## config.mk

```make
export PLATFORM = sky130hd
export DESIGN_NAME = barrel_shifter
export DESIGN_NICKNAME = d
export VERILOG_FILES = /design/src/rtl/barrel_pkg.sv /design/src/rtl/bsh_stage.sv /design/src/rtl/bsh_rshift.sv /design/src/rtl/bsh_rotr.sv /design/src/rtl/barrel_shifter.sv
export SDC_FILE = /design/constraint.sdc
export NUM_CORES = 1
export LEC_CHECK = 0
export BUFFER_PORTS_ARGS = -buffer_cell sky130_fd_sc_hd__clkbuf_2
export CAP_MARGIN = 20
export CORE_ASPECT_RATIO = 1.4
export CORE_MARGIN = 1
export CORE_UTILIZATION = 35
export DETAILED_ROUTE_END_ITERATION = 8
export SETUP_SLACK_MARGIN = 0.2
export SYNTH_ARGS = -nofsm -noshare
export SYNTH_HDL_FRONTEND = slang
export SYNTH_HIERARCHICAL = 1
export SYNTH_SLANG_ARGS = --single-unit
```

## constraint.sdc

```tcl
create_clock -name vclk -period 4.65
set_input_delay 0.2325 -clock vclk [all_inputs]
set_output_delay 0.2325 -clock vclk [all_outputs]
set_load 0.05 [all_outputs]
```

## src/rtl/barrel_pkg.sv

```systemverilog
package barrel_pkg;
  localparam int unsigned KIND_W = 3;

  typedef enum logic [KIND_W-1:0] {
    KIND_LSL = 3'd0,
    KIND_LSR = 3'd1,
    KIND_ASR = 3'd2,
    KIND_ROR = 3'd3,
    KIND_RRX = 3'd4
  } shift_kind_e;
endpackage

```

## src/rtl/bsh_stage.sv

```systemverilog
// One power-of-two stage: shift right by S with fill, or rotate right by S.
module bsh_stage #(
  parameter int unsigned W = 33,
  parameter int unsigned S = 1
) (
  input  logic [W-1:0] in_i,
  input  logic         en_i,
  input  logic         rot_i,
  input  logic         fill_i,
  output logic [W-1:0] out_o
);
  logic [W-1:0] shifted;
  logic [W-1:0] rotated;

  assign shifted = {{S{fill_i}}, in_i[W-1:S]};
  assign rotated = {in_i[S-1:0], in_i[W-1:S]};
  assign out_o   = !en_i ? in_i : (rot_i ? rotated : shifted);
endmodule

```

## src/rtl/bsh_rshift.sv

```systemverilog
// Right shift with fill on a DW+1 vector; the guard bit below bit 0 catches the last bit out.
module bsh_rshift #(
  parameter int unsigned DW = 32,
  parameter int unsigned AW = 6
) (
  input  logic [DW-1:0] data_i,
  input  logic          fill_i,
  input  logic [AW-1:0] amt_i,
  output logic [DW-1:0] data_o,
  output logic          carry_o
);
  localparam int unsigned W = DW + 1;

  logic [W-1:0] vec [AW+1];

  assign vec[0] = {data_i, 1'b0};

  for (genvar g = 0; g < AW; g++) begin : g_stage
    localparam int unsigned S = 1 << g;
    if (S < W) begin : g_part
      bsh_stage #(.W(W), .S(S)) u_stage (
        .in_i  (vec[g]),
        .en_i  (amt_i[g]),
        .rot_i (1'b0),
        .fill_i(fill_i),
        .out_o (vec[g+1])
      );
    end else begin : g_full
      assign vec[g+1] = amt_i[g] ? {W{fill_i}} : vec[g];
    end
  end

  assign data_o  = vec[AW][W-1:1];
  assign carry_o = vec[AW][0];
endmodule

```

## src/rtl/bsh_rotr.sv

```systemverilog
// Rotate right by amt_i modulo DW.
module bsh_rotr #(
  parameter int unsigned DW = 32,
  localparam int unsigned RW = $clog2(DW)
) (
  input  logic [DW-1:0] data_i,
  input  logic [RW-1:0] amt_i,
  output logic [DW-1:0] data_o
);
  logic [DW-1:0] vec [RW+1];

  assign vec[0] = data_i;

  for (genvar g = 0; g < RW; g++) begin : g_stage
    bsh_stage #(.W(DW), .S(1 << g)) u_stage (
      .in_i  (vec[g]),
      .en_i  (amt_i[g]),
      .rot_i (1'b1),
      .fill_i(1'b0),
      .out_o (vec[g+1])
    );
  end

  assign data_o = vec[RW];
endmodule

```

## src/rtl/barrel_shifter.sv

```systemverilog
module barrel_shifter
  import barrel_pkg::*;
#(
  parameter int unsigned DW = 32,
  parameter int unsigned AW = 6
) (
  input  logic [DW-1:0]     operand_i,
  input  logic [KIND_W-1:0] kind_i,
  input  logic [AW-1:0]     amount_i,
  input  logic              carry_i,
  output logic [DW-1:0]     result_o,
  output logic              carry_o
);
  localparam int unsigned RW = $clog2(DW);

  logic [DW-1:0] op_rev, lsl_rev, lsl_res, sr_res, ror_res;
  logic          lsl_c, sr_c, sr_fill, amt_zero;

  // Left shift reuses the right shifter on the bit-reversed operand.
  for (genvar i = 0; i < DW; i++) begin : g_rev
    assign op_rev[i]  = operand_i[DW-1-i];
    assign lsl_res[i] = lsl_rev[DW-1-i];
  end

  bsh_rshift #(.DW(DW), .AW(AW)) u_lsl (
    .data_i (op_rev),
    .fill_i (1'b0),
    .amt_i  (amount_i),
    .data_o (lsl_rev),
    .carry_o(lsl_c)
  );

  assign sr_fill = (kind_i == KIND_ASR) & operand_i[DW-1];

  bsh_rshift #(.DW(DW), .AW(AW)) u_sr (
    .data_i (operand_i),
    .fill_i (sr_fill),
    .amt_i  (amount_i),
    .data_o (sr_res),
    .carry_o(sr_c)
  );

  bsh_rotr #(.DW(DW)) u_ror (
    .data_i(operand_i),
    .amt_i (amount_i[RW-1:0]),
    .data_o(ror_res)
  );

  assign amt_zero = (amount_i == '0);

  always_comb begin
    result_o = operand_i;
    carry_o  = carry_i;
    case (kind_i)
      KIND_LSL: if (!amt_zero) begin
        result_o = lsl_res;
        carry_o  = lsl_c;
      end
      KIND_LSR, KIND_ASR: if (!amt_zero) begin
        result_o = sr_res;
        carry_o  = sr_c;
      end
      KIND_ROR: if (!amt_zero) begin
        result_o = ror_res;
        carry_o  = ror_res[DW-1];
      end
      KIND_RRX: begin
        result_o = {carry_i, operand_i[DW-1:1]};
        carry_o  = operand_i[0];
      end
      default: ;
    endcase
  end
endmodule

```

==> report_table.html <==
<table>
<tr><th>Metric</th><th>Value</th></tr>
<tr><th colspan="2">Synthesis</th></tr>
<tr><td>Post-Syn Instances</td><td>between 1000 and 1500</td></tr>
<tr><td>Yosys warns</td><td>6</td></tr>
<tr><td>Most frequent cells after synthesis</td><td>sky130_fd_sc_hd__mux2_4 (276), sky130_fd_sc_hd__nor2_1 (158), sky130_fd_sc_hd__mux2_2 (156)</td></tr>
<tr><td>Post-synth cell types</td><td>27</td></tr>
<tr><td>Library cell occupying the most area in the post-synthesis netlist</td><td>sky130_fd_sc_hd__mux2_4</td></tr>
<tr><td>Synth Area per Inst</td><td>10.33 um^2</td></tr>
<tr><td>Sequential share of the synthesized area</td><td>0%</td></tr>
<tr><td>Synth top area share</td><td>roughly a third</td></tr>
<tr><td>Most common cell in the netlist</td><td>sky130_fd_sc_hd__mux2_4</td></tr>
<tr><td>Cell types occupying the most area after synthesis</td><td>sky130_fd_sc_hd__mux2_4 (32%), sky130_fd_sc_hd__mux2_2 (13%), sky130_fd_sc_hd__a31oi_4 (12%)</td></tr>
<tr><td>Post-Syn Area</td><td>around 13000 um^2</td></tr>
<tr><th colspan="2">Clocking</th></tr>
<tr><td>Setup Buffers After CTS</td><td>0</td></tr>
<tr><td>Number of buffers added to fix hold violations after cts</td><td>0</td></tr>
<tr><td>Quantity of gates resized following cts</td><td>0</td></tr>
<tr><th colspan="2">STA</th></tr>
<tr><td>Slew @ Worst Pin</td><td>~1.2 ns</td></tr>
<tr><td>Slew Limit Headroom</td><td>approximately 22%</td></tr>
<tr><td>Final number of max-transition violations</td><td>0</td></tr>
<tr><td>Hold Worst Slack</td><td>approximately 0.93 ns</td></tr>
<tr><td>Number of hold-slack violations in the final timing report</td><td>0</td></tr>
<tr><td>Highest clock rate</td><td>roughly 0.24 GHz</td></tr>
<tr><td>Number of endpoints failing setup at the final stage</td><td>0</td></tr>
<tr><td>Final worst path period share</td><td>around 89%</td></tr>
<tr><td>Crit path time final</td><td>slightly above 4 ns</td></tr>
<tr><td>Total Neg Setup Slack</td><td>0 ns</td></tr>
<tr><td>Unrepaired setup endpoints after global routing</td><td>false</td></tr>
<tr><th colspan="2">Cells and area</th></tr>
<tr><td>Register area</td><td>0 um^2</td></tr>
<tr><td>Proportion of layout cells with a drive suffix above 1</td><td>between 50% and 60%</td></tr>
<tr><td>CLK BUF</td><td>0</td></tr>
<tr><td>Count of sequential standard cells</td><td>0</td></tr>
<tr><td>Area added between synthesis and finish</td><td>-0.1816%</td></tr>
<tr><td>Final layout net count</td><td>1300</td></tr>
<tr><th colspan="2">Routing</th></tr>
<tr><td>First DRT Iteration DRCs</td><td>roughly 610</td></tr>
<tr><td>Vias per Instance</td><td>roughly 5.6</td></tr>
<tr><td>Met3 Wirelength</td><td>roughly 1.3 mm</td></tr>
<tr><td>Mean routed wirelength per cell</td><td>about 24 um</td></tr>
<tr><td>Routed met2 length</td><td>~20 mm</td></tr>
<tr><td>Uppermost layer routed</td><td>met4</td></tr>
<tr><td>Post-route met1 wirelength</td><td>16.59 mm</td></tr>
<tr><td>Routed Antenna Nets</td><td>0</td></tr>
<tr><td>Total number of vias</td><td>just under 10000</td></tr>
<tr><td>Length of the first detailed-routing pass in iterations</td><td>5</td></tr>
<tr><td>Total routed wirelength</td><td>41.08 mm</td></tr>
<tr><td>DRC errors left</td><td>0</td></tr>
<tr><th colspan="2">Min path</th></tr>
<tr><td>Worst Hold Endpoint</td><td>carry_o</td></tr>
<tr><td>Critical hold path startpoint</td><td>carry_i</td></tr>
<tr><td>Cell depth of the worst min-delay path</td><td>4</td></tr>
<tr><td>Hold crit path type</td><td>in -&gt; out</td></tr>
<tr><th colspan="2">Power</th></tr>
<tr><td>Worst vdd ir</td><td>approximately 0.14 mV</td></tr>
<tr><td>Net switching fraction of the power</td><td>approximately 55%</td></tr>
<tr><td>Leak Pwr</td><td>5.605 nW</td></tr>
<tr><td>Pwr Density</td><td>around 170 nW/um^2</td></tr>
<tr><td>Combinational Power Share</td><td>100.0%</td></tr>
<tr><td>Sequential fraction of design power</td><td>0%</td></tr>
<tr><td>Sw power</td><td>1.201 mW</td></tr>
<tr><td>Total Power Consumption</td><td>~2.2 mW</td></tr>
<tr><td>Clk network pwr share</td><td>0%</td></tr>
<tr><td>Internal power</td><td>just under 1 mW</td></tr>
<tr><th colspan="2">Global routing</th></tr>
<tr><td>Gr ovfl total</td><td>0</td></tr>
<tr><td>Wire length of the first global-routing pass</td><td>between 50 and 60 mm</td></tr>
<tr><td>Maximum number of pins on one net before global-route repair</td><td>~100</td></tr>
<tr><td>Via count of the first global-routing pass</td><td>~9400</td></tr>
<tr><td>Initial antenna violation count</td><td>1</td></tr>
<tr><td>Global-route usage over all layers</td><td>20.92%</td></tr>
<tr><th colspan="2">Placed design</th></tr>
<tr><td>DPL Wire Length</td><td>around 33 mm</td></tr>
<tr><td>Placer's final routability congestion estimate</td><td>between 0.9 and 1</td></tr>
<tr><td>Number of buffers inserted by port buffering</td><td>between 70 and 80</td></tr>
<tr><th colspan="2">Floorplanning</th></tr>
<tr><td>Area of the core</td><td>roughly 37000 um^2</td></tr>
<tr><td>Die boundary height</td><td>between 200 and 250 um</td></tr>
<tr><td>Initial Utilization</td><td>35.55%</td></tr>
<tr><td>Number of placement rows</td><td>83</td></tr>
<tr><td>Die Area</td><td>about 38000 um^2</td></tr>
<tr><td>Die Width</td><td>165.3 um</td></tr>
<tr><td>Count of boundary I/O pins</td><td>between 70 and 80</td></tr>
<tr><th colspan="2">Critical path</th></tr>
<tr><td>Data required, critical path</td><td>between 4 and 5 ns</td></tr>
<tr><td>Crit Path Max Fanout</td><td>3</td></tr>
<tr><td>Setup CP Type</td><td>in -&gt; out</td></tr>
<tr><td>Kind of end point of the critical path</td><td>output pin</td></tr>
<tr><td>Type of element launching the critical path</td><td>input pin</td></tr>
<tr><td>Data arrival time of the critical path</td><td>around 4 ns</td></tr>
<tr><th colspan="2">Run</th></tr>
<tr><td>Count of maximum capacitance violations</td><td>0</td></tr>
<tr><th colspan="2">Run status</th></tr>
<tr><td>Result of the run</td><td>completed</td></tr>
</table>
cells by family after synthesis:
kind of cell	after synthesis	share of synthesized area (%)
and+or+nand+nor	371	13.37
muxes	552	54.35
AOI/OAI and AO/OA	191	19.97
buffers and inverters	146	12.17
other	5	0.1436
power by group through the flow:
stage	sequential [mW]	clock (mW)	combinational [mW]
4_1_cts	0	0	2.16
3_5_place_dp	0	0	2.15
2_1_floorplan	0	0	1.72
6_report	0	0.00000000608	2.20
3_3_place_gp	0	0	2.14
5_1_grt	0	0	2.29
metal layers:
metal | vias up | global-route usage [%]
li1 | 4621 | -
met1 | 4624 | 24.05
met5 | - | 0
met2 | 281 | 38.00
met3 | 92 | 1.132
met4 | 0 | 11.34
cell usage in the layout (no fill, tap or decap):
cell                         n
sky130_fd_sc_hd__o211ai_1    4
sky130_fd_sc_hd__nor2_2      1
sky130_fd_sc_hd__and2_1     33
sky130_fd_sc_hd__buf_6       2
sky130_fd_sc_hd__nand2_1   136
sky130_fd_sc_hd__buf_4      25
sky130_fd_sc_hd__a21o_2      1
sky130_fd_sc_hd__nor4bb_2    1
sky130_fd_sc_hd__mux2_4    276
sky130_fd_sc_hd__buf_12     17
sky130_fd_sc_hd__nand4b_1   33
sky130_fd_sc_hd__conb_1     43
sky130_fd_sc_hd__or2_2       1
sky130_fd_sc_hd__nor4_4      1
sky130_fd_sc_hd__a31oi_4    73
sky130_fd_sc_hd__a31oi_2    25
sky130_fd_sc_hd__diode_2     2
sky130_fd_sc_hd__nand2b_4    8
sky130_fd_sc_hd__o211ai_2   29
sky130_fd_sc_hd__mux2_2    156
sky130_fd_sc_hd__a21oi_1    21
sky130_fd_sc_hd__nor2_1    157
sky130_fd_sc_hd__mux2i_1   120
sky130_fd_sc_hd__a31oi_1    38
sky130_fd_sc_hd__clkbuf_2   55
worst max-delay path by stage:
stage                               to     startpoint
final                     result_o[31]  operand_i[31]
after global routing           carry_o    amount_i[0]
after CTS                 result_o[20]    amount_i[0]
after detailed placement  result_o[20]    amount_i[0]
after global placement    result_o[20]    amount_i[0]
after floorplan                carry_o      kind_i[0]
critical path, cell delays in order:
cell and delay, ns:
sky130_fd_sc_hd__clkbuf_2 0.18, sky130_fd_sc_hd__nor4bb_2 0.36, sky130_fd_sc_hd__buf_4 0.18, sky130_fd_sc_hd__mux2i_1 0.12, sky130_fd_sc_hd__a21oi_1 0.22, sky130_fd_sc_hd__nor2_1 0.09, sky130_fd_sc_hd__a21oi_1 0.22, sky130_fd_sc_hd__nor2_1 0.06
sky130_fd_sc_hd__a21oi_1 0.34, sky130_fd_sc_hd__nor2_1 0.07, sky130_fd_sc_hd__a31oi_1 0.27, sky130_fd_sc_hd__nor2_1 0.07, sky130_fd_sc_hd__a31oi_1 0.26, sky130_fd_sc_hd__nor2_1 0.07, sky130_fd_sc_hd__a31oi_1 0.16, sky130_fd_sc_hd__buf_4 0.20
sky130_fd_sc_hd__mux2i_1 0.08, sky130_fd_sc_hd__mux2_2 0.31, sky130_fd_sc_hd__o211ai_2 0.19, sky130_fd_sc_hd__buf_12 0.17
final cells by class:
class / instances / area (um^2)
Timing Repair Buffer: 99 / 825.8
Tap cell: 467 / 584.3
Multi-Input combinational cell: 1157 / 11630
Fill cell: 3781 / 23720
Antenna cell: 2 / 5.005
per-stage QoR:
step	instances	cell area (um^2)	worst slack, ns	util [%]
CTS	1723	13040	0.5694	35.47
floorplan	1303	13220	0.4359	-
finish	1725	13040	0.5314	35.48
global placement	1723	13040	0.6157	35.47
global route	1723	13040	0.4064	35.47
detailed placement	1723	13040	0.5804	35.47
No activity file was read; power rests on OpenSTA's default activity.
